--- config.mk ---
export PLATFORM = sky130hd
export DESIGN_NAME = egress_tstamp_fifo
export DESIGN_NICKNAME = d
export VERILOG_FILES = /design/src/rtl/tsf_pkg.sv /design/src/rtl/tsf_capture.sv /design/src/rtl/tsf_fifo.sv /design/src/rtl/tsf_regif.sv /design/src/rtl/egress_tstamp_fifo.sv
export SDC_FILE = /design/constraint.sdc
export NUM_CORES = 1
export LEC_CHECK = 0
export ABC_CLOCK_PERIOD_IN_PS = 10300
export BUFFER_PORTS_ARGS = -buffer_cell sky130_fd_sc_hd__buf_2
export CAP_MARGIN = 10
export CORE_MARGIN = 2
export CORE_UTILIZATION = 39
export CTS_CLUSTER_SIZE = 16
export DETAILED_ROUTE_END_ITERATION = 12
export HOLD_SLACK_MARGIN = 0.12
export SLEW_MARGIN = 20
export SYNTH_ARGS = -nofsm -noshare
export SYNTH_HDL_FRONTEND = slang
export SYNTH_HIERARCHICAL = 1
export SYNTH_SLANG_ARGS = --single-unit
--- constraint.sdc ---
create_clock -name clk -period 10.3 [get_ports clk]
set_clock_uncertainty 0.15 [all_clocks]
set_input_delay 1.545 -clock clk [delete_from_list [all_inputs] [get_ports clk]]
set_output_delay 1.545 -clock clk [all_outputs]
set_load 0.01 [all_outputs]
--- src/rtl/tsf_pkg.sv ---
package tsf_pkg;
  typedef enum logic [1:0] {
    ADDR_STATUS = 2'd0,
    ADDR_STAMP  = 2'd1,
    ADDR_CTRL   = 2'd2
  } tsf_addr_e;

  localparam int CTRL_NEXT_BIT = 0;
  localparam int CTRL_CLR_BIT  = 1;
endpackage

--- src/rtl/tsf_capture.sv ---
module tsf_capture #(
  parameter int ENT_W = 53
) (
  input  logic             clk,
  input  logic             rst,
  input  logic             cap_vld,
  input  logic [ENT_W-1:0] cap_word,
  output logic             ent_vld,
  output logic [ENT_W-1:0] ent_word
);
  // One register stage: time and tag are frozen in the strobe cycle.
  always_ff @(posedge clk) begin
    if (rst) begin
      ent_vld  <= 1'b0;
      ent_word <= '0;
    end else begin
      ent_vld <= cap_vld;
      if (cap_vld) ent_word <= cap_word;
    end
  end
endmodule

--- src/rtl/tsf_fifo.sv ---
module tsf_fifo #(
  parameter int W     = 53,
  parameter int DEPTH = 8
) (
  input  logic         clk,
  input  logic         rst,
  input  logic         wr,
  input  logic [W-1:0] wdata,
  input  logic         pop,
  input  logic         clr_ovf,
  output logic [W-1:0] head,
  output logic         empty,
  output logic         full,
  output logic         ovf
);
  localparam int AW    = (DEPTH > 1) ? $clog2(DEPTH) : 1;
  localparam int CNT_W = $clog2(DEPTH + 1);
  localparam logic [AW-1:0]    LAST = AW'(DEPTH - 1);
  localparam logic [CNT_W-1:0] FULL_CNT = CNT_W'(DEPTH);

  logic [W-1:0]     mem [DEPTH];
  logic [AW-1:0]    wr_ptr, rd_ptr;
  logic [CNT_W-1:0] count;
  logic             do_pop, do_wr, drop;

  assign empty  = (count == '0);
  assign full   = (count == FULL_CNT);
  assign do_pop = pop && !empty;
  assign do_wr  = wr && (!full || do_pop);
  assign drop   = wr && full && !do_pop;
  assign head   = mem[rd_ptr];

  // Storage without reset so it maps onto RAM.
  always_ff @(posedge clk) begin
    if (do_wr) mem[wr_ptr] <= wdata;
  end

  always_ff @(posedge clk) begin
    if (rst) begin
      wr_ptr <= '0;
      rd_ptr <= '0;
      count  <= '0;
      ovf    <= 1'b0;
    end else begin
      if (do_wr)  wr_ptr <= (wr_ptr == LAST) ? '0 : wr_ptr + 1'b1;
      if (do_pop) rd_ptr <= (rd_ptr == LAST) ? '0 : rd_ptr + 1'b1;
      case ({do_wr, do_pop})
        2'b10:   count <= count + 1'b1;
        2'b01:   count <= count - 1'b1;
        default: count <= count;
      endcase
      if (drop)         ovf <= 1'b1;
      else if (clr_ovf) ovf <= 1'b0;
    end
  end

  assert_count_bound_R9: assert property (@(posedge clk) disable iff (rst)
    count <= FULL_CNT);
  assert_ovf_cause_R5: assert property (@(posedge clk) disable iff (rst)
    $rose(ovf) |-> $past(wr && full && !pop));
  assert_ovf_sticky_R5: assert property (@(posedge clk) disable iff (rst)
    (ovf && !clr_ovf) |=> ovf);
  assert_same_cycle_R7: assert property (@(posedge clk) disable iff (rst)
    (wr && pop && !empty) |=> (count == $past(count)));
  assert_empty_pop_R8: assert property (@(posedge clk) disable iff (rst)
    (pop && empty && !wr) |=> empty);
endmodule

--- src/rtl/tsf_regif.sv ---
module tsf_regif
  import tsf_pkg::*;
#(
  parameter int NS_W   = 30,
  parameter int ID_W   = 2,
  parameter int PORT_W = 4,
  parameter int SEQ_W  = 16,
  parameter int DATA_W = 32
) (
  input  logic                                 clk,
  input  logic                                 rst,
  input  logic                                 reg_rd,
  input  logic                                 reg_wr,
  input  logic [1:0]                           reg_addr,
  input  logic [1:0]                           reg_wdata,
  input  logic [SEQ_W+PORT_W+ID_W+NS_W:0]      head,
  input  logic                                 empty,
  input  logic                                 ovf,
  output logic                                 pop,
  output logic                                 clr_ovf,
  output logic [DATA_W-1:0]                    rdata
);
  localparam int ID_LO   = NS_W + 1;
  localparam int PORT_LO = ID_LO + ID_W;
  localparam int SEQ_LO  = PORT_LO + PORT_W;
  localparam int TAG_W   = ID_W + PORT_W + SEQ_W;
  localparam int STAT_W  = TAG_W + 2;
  localparam int STMP_W  = NS_W + 1;

  logic [TAG_W-1:0]  tag;
  logic [STAT_W-1:0] status_v;
  logic [STMP_W-1:0] stamp_v;
  logic              is_ctrl_wr;

  assign tag      = empty ? '0 : {head[SEQ_LO +: SEQ_W], head[PORT_LO +: PORT_W],
                                  head[ID_LO +: ID_W]};
  assign status_v = {tag, ovf, !empty};
  assign stamp_v  = empty ? '0 : head[NS_W:0];

  assign is_ctrl_wr = reg_wr && (reg_addr == ADDR_CTRL);
  assign pop        = is_ctrl_wr && reg_wdata[CTRL_NEXT_BIT];
  assign clr_ovf    = is_ctrl_wr && reg_wdata[CTRL_CLR_BIT];

  always_ff @(posedge clk) begin
    if (rst) begin
      rdata <= '0;
    end else if (reg_rd) begin
      case (reg_addr)
        ADDR_STATUS: rdata <= DATA_W'(status_v);
        ADDR_STAMP:  rdata <= DATA_W'(stamp_v);
        default:     rdata <= '0;
      endcase
    end
  end

  assert_empty_status_R4: assert property (@(posedge clk) disable iff (rst)
    (reg_rd && reg_addr == ADDR_STATUS && empty) |=>
      (rdata[0] == 1'b0 && rdata[DATA_W-1:2] == '0));
  assert_empty_stamp_R4: assert property (@(posedge clk) disable iff (rst)
    (reg_rd && reg_addr == ADDR_STAMP && empty) |=> (rdata == '0));
endmodule

--- src/rtl/egress_tstamp_fifo.sv ---
module egress_tstamp_fifo #(
  parameter int NS_W   = 30,
  parameter int ID_W   = 2,
  parameter int PORT_W = 4,
  parameter int SEQ_W  = 16,
  parameter int DEPTH  = 8,
  parameter int DATA_W = 32
) (
  input  logic              clk,
  input  logic              rst,
  input  logic [NS_W-1:0]   tod_ns,
  input  logic              tod_sec0,
  input  logic              cap_vld,
  input  logic [ID_W-1:0]   cap_id,
  input  logic [PORT_W-1:0] cap_port,
  input  logic [SEQ_W-1:0]  cap_seq,
  input  logic              reg_rd,
  input  logic              reg_wr,
  input  logic [1:0]        reg_addr,
  input  logic [1:0]        reg_wdata,
  output logic [DATA_W-1:0] reg_rdata
);
  localparam int ENT_W = SEQ_W + PORT_W + ID_W + NS_W + 1;

  logic [ENT_W-1:0] cap_word, ent_word, head;
  logic             ent_vld, empty, full, ovf, pop, clr_ovf;

  assign cap_word = {cap_seq, cap_port, cap_id, tod_sec0, tod_ns};

  tsf_capture #(.ENT_W(ENT_W)) u_cap (
    .clk(clk), .rst(rst), .cap_vld(cap_vld), .cap_word(cap_word),
    .ent_vld(ent_vld), .ent_word(ent_word)
  );

  tsf_fifo #(.W(ENT_W), .DEPTH(DEPTH)) u_fifo (
    .clk(clk), .rst(rst), .wr(ent_vld), .wdata(ent_word), .pop(pop),
    .clr_ovf(clr_ovf), .head(head), .empty(empty), .full(full), .ovf(ovf)
  );

  tsf_regif #(.NS_W(NS_W), .ID_W(ID_W), .PORT_W(PORT_W), .SEQ_W(SEQ_W),
              .DATA_W(DATA_W)) u_reg (
    .clk(clk), .rst(rst), .reg_rd(reg_rd), .reg_wr(reg_wr),
    .reg_addr(reg_addr), .reg_wdata(reg_wdata), .head(head), .empty(empty),
    .ovf(ovf), .pop(pop), .clr_ovf(clr_ovf), .rdata(reg_rdata)
  );
endmodule

==> results of run 1 <==
## registers in the layout, indices dropped and copies added, names as in the netlist, named ones only
register	flops
u_fifo/count	4
u_cap/ent_word	53
u_fifo/ovf	1
u_fifo/mem	424
u_fifo/wr_ptr	3
u_reg/rdata	31
u_fifo/rd_ptr	3
u_cap/ent_vld	1
## area by class of cell
class                      count  share of cell area
clock inverter                21            0.007821
timing repair buffer         109             0.02611
tap                          672             0.03701
antenna                        3           0.0003305
clock buffer                  76             0.06350
sequential                   523              0.6482
multi-input combinational    434              0.2163
inverter                       4           0.0006609
## layer usage
layer | share of wire | GRT usage
met2 | 0.48 | 0.2517
met1 | 0.45 | 0.2169
met4 | 0.014 | 0.03327
met3 | 0.051 | 0.02829
met5 | 0 | 0
## cells by family (layout without fill, tap and decap cells)
logic type               Yosys count  in the layout  synth area share
flip-flops                       523            523            0.7361
multiplexers                     237            237            0.1888
AND/OR/NAND/NOR                  138            138           0.03286
buffers and inverters             62            210           0.02084
AO/OA/AOI/OAI                     49             49           0.01627
adder cells (fa/ha/maj)            5              5          0.003130
XOR/XNOR                           4              4          0.001753
other                              1              4         0.0001876
## power by group
| part | internal, mW | switching [mW] |
|---|---|---|
| Combinational | 0.0728 | 0.0809 |
| Sequential | 2.32 | 0.0418 |
| Clock | 1.04 | 0.758 |
## metrics by stage
step / power, mW / std cells / util / setup WS (ns) / hold WS, ns
floorplan: 2.507 / 1019 / - / 1.961 / 0.2995
global placement: 2.561 / 1742 / 0.4186 / 5.206 / 0.2861
detailed placement: 2.567 / 1742 / 0.4186 / 5.147 / 0.2898
CTS: 4.376 / 1839 / 0.4508 / 5.770 / 0.2985
global route: 4.480 / 1839 / 0.4508 / 5.575 / 0.3084
finish: 4.320 / 1842 / 0.4509 / 5.810 / 0.2972
## synth_stat cells (all sizes together) (2+ instances only)
library cell    n  share of area
edfxtp        424           0.64
mux4          106           0.12
dfxtp          99          0.099
nor2           72          0.014
mux2i          70          0.035
mux2           61          0.034
buf            37          0.016
nand2          27         0.0051
clkbuf         21         0.0039
o21ai          18         0.0053
a21oi          14         0.0035
nor2b           9         0.0028
a22o            7         0.0031
nand2b          6         0.0019
ha              5         0.0031
nor3            5         0.0013
inv             4        0.00075
a311oi          3         0.0013
nor3b           3         0.0014
nor4            3        0.00094
xnor2           3         0.0013
a211oi          2         0.0010
and4            2        0.00088
nand3b          2        0.00075
o211ai          2        0.00075
or3             2        0.00063
or4b            2         0.0014
## how the worst min path moves through the flow
stage               slack, ns               to       startpoint
floorplan                0.30       u_fifo/ovf       u_fifo/ovf
global placement         0.29  u_reg/rdata[12]  u_reg/rdata[12]
detailed placement       0.29  u_reg/rdata[14]  u_reg/rdata[14]
CTS                      0.30  u_reg/rdata[14]  u_reg/rdata[14]
global route             0.31  u_reg/rdata[13]  u_reg/rdata[13]
finish                   0.30  u_reg/rdata[14]  u_reg/rdata[14]
## worst max-delay path: stages
cell and delay, ns:
buf_2 0.10, buf_4 0.28, inv_1 0.23, and4_1 0.53, o211ai_1 0.41, nor2_4 0.76
buf_4 0.61
==> impl_metrics.toml, run 1 <==
[run_status]
outcome = "finished clean"

[grt]
grt_remaining_overflow = 0
antenna_found_initial = 0
grtUsageTotal = 0.1542
grt_start_max_net_pins = 80
global_route_wire_length_before_repair_um = 61460
first_global_vias = 9816

[clock_tree]
numClockSinks = 523
cts_tree = "yes"
cts-buffers-inserted = 52
cts_repair_resize_count = 0
cts_htree_levels = 2
cts_hold_fix_bufs = 0
post-cts-setup-buffer-count = 0
clockBufferDepth = 3
clock_insertion_delay_worst_skew_ns = 0.58
cts-root-buf = "clkbuf_16"
clock_slew_seen_by_the_registers_of_the_worst_setup_and_hold_paths_ns = 0.06

[power_and_ir_drop]
power_leakage_nw = 7.599
ir_drop_worst_vdd_v = 0.0001318
power_density_nw_per_um2 = 190.2

[setup_path]
critPathLaunch = "reg_addr[0]"
critical_path_launch_point_type = "primary input"
worst-path-max-fanout = 31
setup.worst_path.end_class = "flop"
r2r_slack_ns = 7.04
worstSetupEndpoint = "u_fifo/mem[3][26]"
timing.rr.end = "u_reg/rdata[20]"
critPathRequiredTime_ns = 10.36
worstSetupPathType = "primary input to flop"
worst-r2r-cell-count = 6
worst-endpoint-arrival_ns = 4.55

[final_layout]
multi_input_area_um2 = 4915
layout.cells.most_common_list = "424 x edfxtp_1, 106 x mux4_2, 96 x dfxtp_1"
most_common_cell_after_layout_fill_and_taps_aside = "edfxtp_1"
design.final.nets = 1191
post_route_cells_drive_above_1_share = 0.3128
areaGrowthSynthToFinish_pct = 13.65
nFillCells = 4271
finish.instance_area_um2 = 22720
layout.area.seq_um2 = 14730

[routing]
totalWireLength_um = 40180
wl_per_cell_um = 21.81
final_antenna_net_count = 0
drt-vias-per-instance = 5.148
first_pass_iters = 4
drt_iter0_markers = 682
route.vias.total = 9483
drt_drc_violations_left = 0

[floorplan]
dieWidth_um = 230.4
fp.coreArea_um2 = 50380
row_count = 82
ios = 94
design.die.area_um2 = 53080
die_h_um = 230.4
effective_utilization_at_floorplan = 0.3968

[yosys]
netlist_instances = 1019
yosys_warnings = 6
seq_area_frac_synth = 0.7361
synth_seq_cells = 523
ys_dominant_reg_cell = "edfxtp_1"
syn_area_per_cell_um2 = 19.62
synth_fp_nets = 1086
synth_cell_types = 47
post_synth_edffs = 424
async_flop_share = 0
mappedNetlistArea_um2 = 19990

[placement]
port_buffers = 92
half_perimeter_wire_length_of_the_detailed_placement_result_um = 21770
postPlaceCellArea_um2 = 21090
routabilityCongestion = 0.6757

[timing]
slew_violations = 0
max_clock_freq_mhz = 222.7
grt_setup_unrepaired = "no"
tightest_slew_ns = 1.104
setup_total_negative_slack_ns = 0
relSlewSlack = 0.2643
post-route-period-util = 0.4359
setup_viol_count_final = 0
final_hold_viol_count = 0
finalCriticalPeriod_ns = 4.490

[job]
timing.max_cap.violations = 0

[min_path]
hold_path_depth = 2
timing.hold.worst.class = "flop to flop"
No activity file was read; power rests on OpenSTA's default activity.
==> inputs of run 2 (changes only) <==
ABC_AREA = 1   (was unset)
ABC_CLOCK_PERIOD_IN_PS = 3600   (was 10300)
clock period = 3.6 ns   (was 10.3 ns; I/O delays follow)
==> run 2 against run 1 <==
Net effect: combinational power grew to 4.0 times the previous value; synthesized cell count grew 83%; sequential cell count is the same.
==> impl_metrics.toml, run 2 <==
[power_and_ir_drop]
ir_drop_worst_vdd_v = 0.0003728
power_density_nw_per_um2 = 534.8
power_leakage_nw = 8.993
p_total_mw = 12.97

[clock_tree]
clock_slew_seen_by_the_registers_of_the_worst_setup_and_hold_paths_ns = 0.06
cts_tree = "yes"
post-cts-setup-buffer-count = 0
cts_htree_levels = 2
cts_repair_resize_count = 0
cts-root-buf = "clkbuf_16"
cts-buffers-inserted = 54
clockBufferDepth = 3
numClockSinks = 523
clock_insertion_delay_worst_skew_ns = 0.60

[yosys]
syn_area_per_cell_um2 = 11.12
post_synth_fa_ha_maj_area_fraction = 0.003011
seq_area_frac_synth = 0.7081
simple_gate_share_of_the_synthesized_area = 0.1455
async_flop_share = 0
synth_commonest_cells = "501 x nor2_1, 424 x edfxtp_1, 249 x nand2_1"
synth_cell_types = 36
yosys_warnings = 6
synth_top_family_by_area = "simple AND/OR/NAND/NOR gates"
synth_largest_area_cell = "edfxtp_1"
synth.top_cell.area_share = 0.6127
yosysMostFrequentCell = "nor2_1"
mappedNetlistArea_um2 = 20780
ys_dominant_reg_cell = "edfxtp_1"
portion_of_netlist_area_occupied_by_mux_cells = 0
netlist_instances = 1868
post_synth_edffs = 424
yosys-top-cells-area = "edfxtp_1 61%, dfxtp_1 9.5%, nor2_1 9.0%, o21ai_0 4.7%, nand2_1 4.5%"
synth_seq_cells = 523
synth_fp_nets = 1935
share_of_the_synthesized_area_in_compound_gates_ao_oa_aoi_oai = 0.09532
fraction_of_synthesized_cell_area_in_xor_and_xnor_cells = 0.0008430

[final_layout]
nFillCells = 4795
post_route_cells_drive_above_1_share = 0.1184
layout.area.seq_um2 = 14720
reg_top3 = "u_fifo/mem (424), u_cap/ent_word (53), u_reg/rdata (31)"
final_core_util = 0.4604
multi_input_area_um2 = 5147
most_common_cell_after_layout_fill_and_taps_aside = "nor2_1"
areaGrowthSynthToFinish_pct = 16.66
largest_register_ffs = 424
largest-register = "u_fifo/mem"
layout.cells.most_common_list = "493 x nor2_1, 424 x edfxtp_1, 249 x nand2_1"
design.final.nets = 2056
finish.instance_area_um2 = 24240
insertedDiodeCount = 0
finish.cell_count_without_fillers = 2723

[timing]
post-route-period-util = 0.7005
tightest_slew_ns = 0.8939
setup_total_negative_slack_ns = 0
grt_setup_unrepaired = "no"
max_clock_freq_mhz = 396.5
relSlewSlack = 0.4027
slew_violations = 0
finalCriticalPeriod_ns = 2.522
setup_viol_count_final = 0
final_hold_viol_count = 0

[grt]
grt.busiest_layer = "met2"
grtUsageTotal = 0.1780
met2_usage = 0.2838
grt_remaining_overflow = 0
grt_start_max_net_pins = 93
use_met3 = 0.03090
global_route_wire_length_before_repair_um = 76750
first_global_vias = 13420
met1_resource_use_gr = 0.2483
antenna_found_initial = 1

[routing]
first_pass_iters = 5
drt_iter0_markers = 1110
route.vias.total = 13880
final_antenna_net_count = 0
wl_per_cell_um = 18.29
drt_drc_violations_left = 0
totalWireLength_um = 49800
drt-vias-per-instance = 5.098

[setup_path]
setup.worst_path.end_class = "flop"
worst-r2r-cell-count = 9
critPathSlowestCell = "dfxtp_4"
timing.rr.end = "u_reg/rdata[29]"
worst_path_cell_chain = "inv_4 > buf_12 > buf_4 > o21ai_0 > o22ai_1 > nor2_1 > a31oi_1 > nand2_1 > a21oi_1"
critical_path_launch_point_type = "flop"
worst-endpoint-arrival_ns = 2.88
critPathRequiredTime_ns = 3.96
worstSetupPathType = "flop to flop"
critical_path.top_delay_family = "buffers and inverters"
worst-path-max-fanout = 45
max_stage_delay_ns = 0.46
r2r_slack_ns = 1.08
sum_of_buffers_and_inverters_on_the_critical_path = 3

[min_path]
timing.hold.worst.class = "primary input to flop"
worst_hold_endpoint = "u_cap/ent_word[45]"
hold_path_depth = 5
worstHoldStart = "cap_seq[8]"

[placement]
postPlaceCellArea_um2 = 22020
port_buffers = 92
placed_cells = 2576
routabilityCongestion = 0.7634
half_perimeter_wire_length_of_the_detailed_placement_result_um = 28570

[floorplan]
fp.coreArea_um2 = 52660
design.die.area_um2 = 55150
row_count = 84
dieWidth_um = 234.8
effective_utilization_at_floorplan = 0.3946
die_h_um = 234.8
ios = 94

[job]
timing.max_cap.violations = 0

[run_status]
outcome = "finished clean"
==> run 2: cell type report <==
cell class / count / area share
Multi-Input combinational cell: 1148 / 0.2123
Inverter: 88 / 0.01378
Clock buffer: 81 / 0.06421
Sequential cell: 523 / 0.6073
Timing Repair Buffer: 174 / 0.05791
Tap cell: 688 / 0.03551
Clock inverter: 21 / 0.008981
==> run 2: how the worst max path moves through the flow <==
stage	slack, ns	cells after the start	endpoint
2_1_floorplan	-0.72	9	u_fifo/mem[1][0]
3_3_place_gp	0.83	10	u_fifo/mem[4][31]
3_5_place_dp	0.77	9	u_fifo/mem[4][31]
4_1_cts	1.09	9	u_reg/rdata[16]
5_1_grt	0.87	9	u_reg/rdata[11]
6_report	1.08	9	u_reg/rdata[29]
==> run 2: logic make-up after synthesis <==
kind of cell,Yosys count
DFF,523
AOI/OAI and AO/OA,363
adders and majority gates,5
buffers and inverters,197
and+or+nand+nor,777
other,1
xor gates and xnor gates,2
==> run 2: power breakdown <==
| part | internal (mW) | total, mW | leakage, nW | switching (mW) |
|---|---|---|---|---|
| Sequential | 6.68 | 6.82 | 4.72 | 0.135 |
| Combinational | 0.218 | 0.615 | 3.41 | 0.397 |
| Clock | 3.28 | 5.53 | 0.862 | 2.25 |
==> run 2: routing by layer <==
metal	share of wire	vias to the layer above	routed length [um]
li1	-	6653	-
met1	0.45	6766	22520
met2	0.46	401	23090
met3	0.062	63	3098
met4	0.022	0	1100
met5	0	-	0
==> run 2: worst min-delay path, stage by stage <==
cell	delay, ns
buf_2	0.10
inv_1	0.04
nand2_1	0.06
nand2_1	0.06
nor2_1	0.03
==> run 2: metrics by stage <==
stage / hold WS [ns] / setup slack [ns]
finish: 0.1394 / 1.078
global route: 0.1554 / 0.8730
CTS: 0.1207 / 1.088
detailed placement: 0.3048 / 0.7714
global placement: 0.3012 / 0.8343
floorplan: 0.2873 / -0.7231
==> run 2: repair_timing <==
action                                 in CTS  in global routing
hold buffers                               45                  0
setup endpoints to repair                   0                  0
endpoints found under the hold margin      45                  0
==> inputs of run 3 (changes only) <==
ABC_CLOCK_PERIOD_IN_PS = 2300   (was 3600)
clock period = 2.3 ns   (was 3.6 ns; I/O delays follow)
==> run 3 against run 2 <==
Net effect: worst setup slack got worse by 1.0 ns; via count increased by 2.3%; largest cell class unchanged; combinational power increased by 82%; global-route usage increased by 0.74 points.
==> impl_metrics.toml, run 3 (same netlist as run 2, synthesis figures left out) <==
[floorplan]
die_h_um = 234.8
fp.coreArea_um2 = 52660
dieWidth_um = 234.8
ios = 94
row_count = 84
design.die.area_um2 = 55150
effective_utilization_at_floorplan = 0.3946

[min_path]
timing.hold.worst.class = "primary input to flop"

[power_and_ir_drop]
p_comb_frac = 0.055
ir_drop_worst_vdd_v = 0.0006152
internal_power_mw = 15.93
power_density_nw_per_um2 = 807.2
power.share.clock = 0.420
p_seq_frac = 0.525
total_switching_power_mw = 4.424
power_leakage_nw = 9.425
p_total_mw = 20.35
power.share.switching = 0.2174

[routing]
wl_per_cell_um = 18.53
drt_drc_violations_left = 0
route.vias.total = 14210
totalWireLength_um = 51860
drt_iter0_markers = 1195
final_antenna_net_count = 0
drt-vias-per-instance = 5.075
first_pass_iters = 5

[timing]
final_hold_viol_count = 0
final_critical_path_setup_slack_ns = 0.03593
setup_viol_count_final = 0
finalCriticalPeriod_ns = 2.264
slew_violations = 0
post-route-period-util = 0.9844
max_clock_freq_mhz = 441.7

[placement]
half_perimeter_wire_length_of_the_detailed_placement_result_um = 31640
dpl_worst_slack_ns = -0.06168
port_buffers = 92
routabilityCongestion = 0.8399
placed_cells = 2617

[grt]
grt_start_max_net_pins = 70
grtUsageTotal = 0.1854
grt_remaining_overflow = 0
global_route_wire_length_before_repair_um = 79960
antenna_found_initial = 0
first_global_vias = 13870

[setup_path]
sum_of_buffers_and_inverters_on_the_critical_path = 7
worst-path-max-fanout = 20
worstSetupPathType = "primary input to flop"
worst_path_cell_chain = "dlygate4sd3_1 > buf_4 > inv_16 > nand3_4 > nor2_4 > inv_2 > nand2_2 > nand2_2 > nor2_2 > inv_2 > nor2_4 > buf_12 > buf_12"
critPathSlowestCell = "dlygate4sd3_1"
critPathRequiredTime_ns = 2.44
worst-endpoint-arrival_ns = 2.41
max_stage_delay_ns = 0.54
critical_path.top_delay_family = "buffers and inverters"
critical_path_launch_point_type = "primary input"
setup.worst_path.end_class = "flop"

[clock_tree]
cts_tree = "yes"
clock_insertion_delay_worst_skew_ns = 0.61
numClockSinks = 523
cts_htree_levels = 2
clock_slew_seen_by_the_registers_of_the_worst_setup_and_hold_paths_ns = 0.06
cts-buffers-inserted = 52
cts-root-buf = "clkbuf_16"
clockBufferDepth = 3

[final_layout]
reg_top3 = "u_fifo/mem (424), u_cap/ent_word (53), u_reg/rdata (31)"
insertedDiodeCount = 0
areaGrowthSynthToFinish_pct = 21.32
largest-register = "u_fifo/mem"
finish.cell_count_without_fillers = 2799
post_route_cells_drive_above_1_share = 0.1388
most_common_cell_after_layout_fill_and_taps_aside = "nor2_1"
design.final.nets = 2134
layout.cells.most_common_list = "491 x nor2_1, 424 x edfxtp_1, 248 x nand2_1"
largest_register_ffs = 424

[run_status]
outcome = "finished clean"

[job]
timing.max_cap.violations = 0
[run 3: cell count changes in the layout (fill, tap and decap cells not counted), moves of 3 or more]
cell	previous run	this run
buf_12	17	30
dlygate4sd3_1	45	80
clkbuf_1	20	17
clkbuf_8	4	7
buf_16	0	3
buf_4	21	49
[run 3: power groups by stage]
stage	sequential, mW	clock, mW	combinational, mW
after floorplan	10.8	0	0.616
after global placement	10.9	0	0.998
after detailed placement	10.9	0	1.01
after CTS	10.7	8.73	1.12
after global routing	10.7	9.09	1.24
final	10.7	8.55	1.12
[run 3: tightest hold or removal path, cell delays in order]
cell,delay (ns)
buf_4,0.22
nand2_1,0.11
nand2_1,0.08
nor2_1,0.09
[run 3: worst paths after layout]
check / from / endpoint / slack, ns / cells past startpoint
min reg2reg: u_reg/rdata[16] / u_reg/rdata[16] / 0.31 / 2
max: reg_addr[0] / u_fifo/mem[7][45] / 0.04 / 13
min: cap_vld / u_cap/ent_word[19] / 0.15 / 4
max reg2reg: flop / u_reg/rdata[12] / 0.11 / 11
[run 3: final cells by class]
cell class	count	area [um^2]
fillers	4664	27450
flip-flops and latches	523	14720
multi-input cells	1148	5190
repair buffers	254	2338
clock buffers	78	1511
well taps	688	860.8
inverters	88	352.8
clock inverters	20	234.0
[run 3: through the flow]
step | instance area (um^2) | utilization | setup TNS [ns] | hold slack [ns]
global route | 25210 | 0.4788 | -0.3008 | 0.1688
finish | 25210 | 0.4788 | 0 | 0.1494
floorplan | 20890 | - | -40.90 | 0.2641
detailed placement | 22560 | 0.4284 | -9.221 | 0.3043
global placement | 22560 | 0.4284 | -4.002 | 0.3015
CTS | 25110 | 0.4768 | 0 | 0.1275
[run 3: repair_timing]
item	CTS	global route
buffers inserted	0	3
hold buffers	80	0
gates resized for setup	0	9
hold endpoints to repair	80	0
setup endpoints to repair	0	297
[run 3: routing by layer]
metal	global-route usage	wire length, um	up-vias
met1	0.2518	22580	6873
met5	0	0	-
met3	0.02714	3138	80
met2	0.3114	24940	443
met4	0.05006	1208	0
li1	-	-	6810
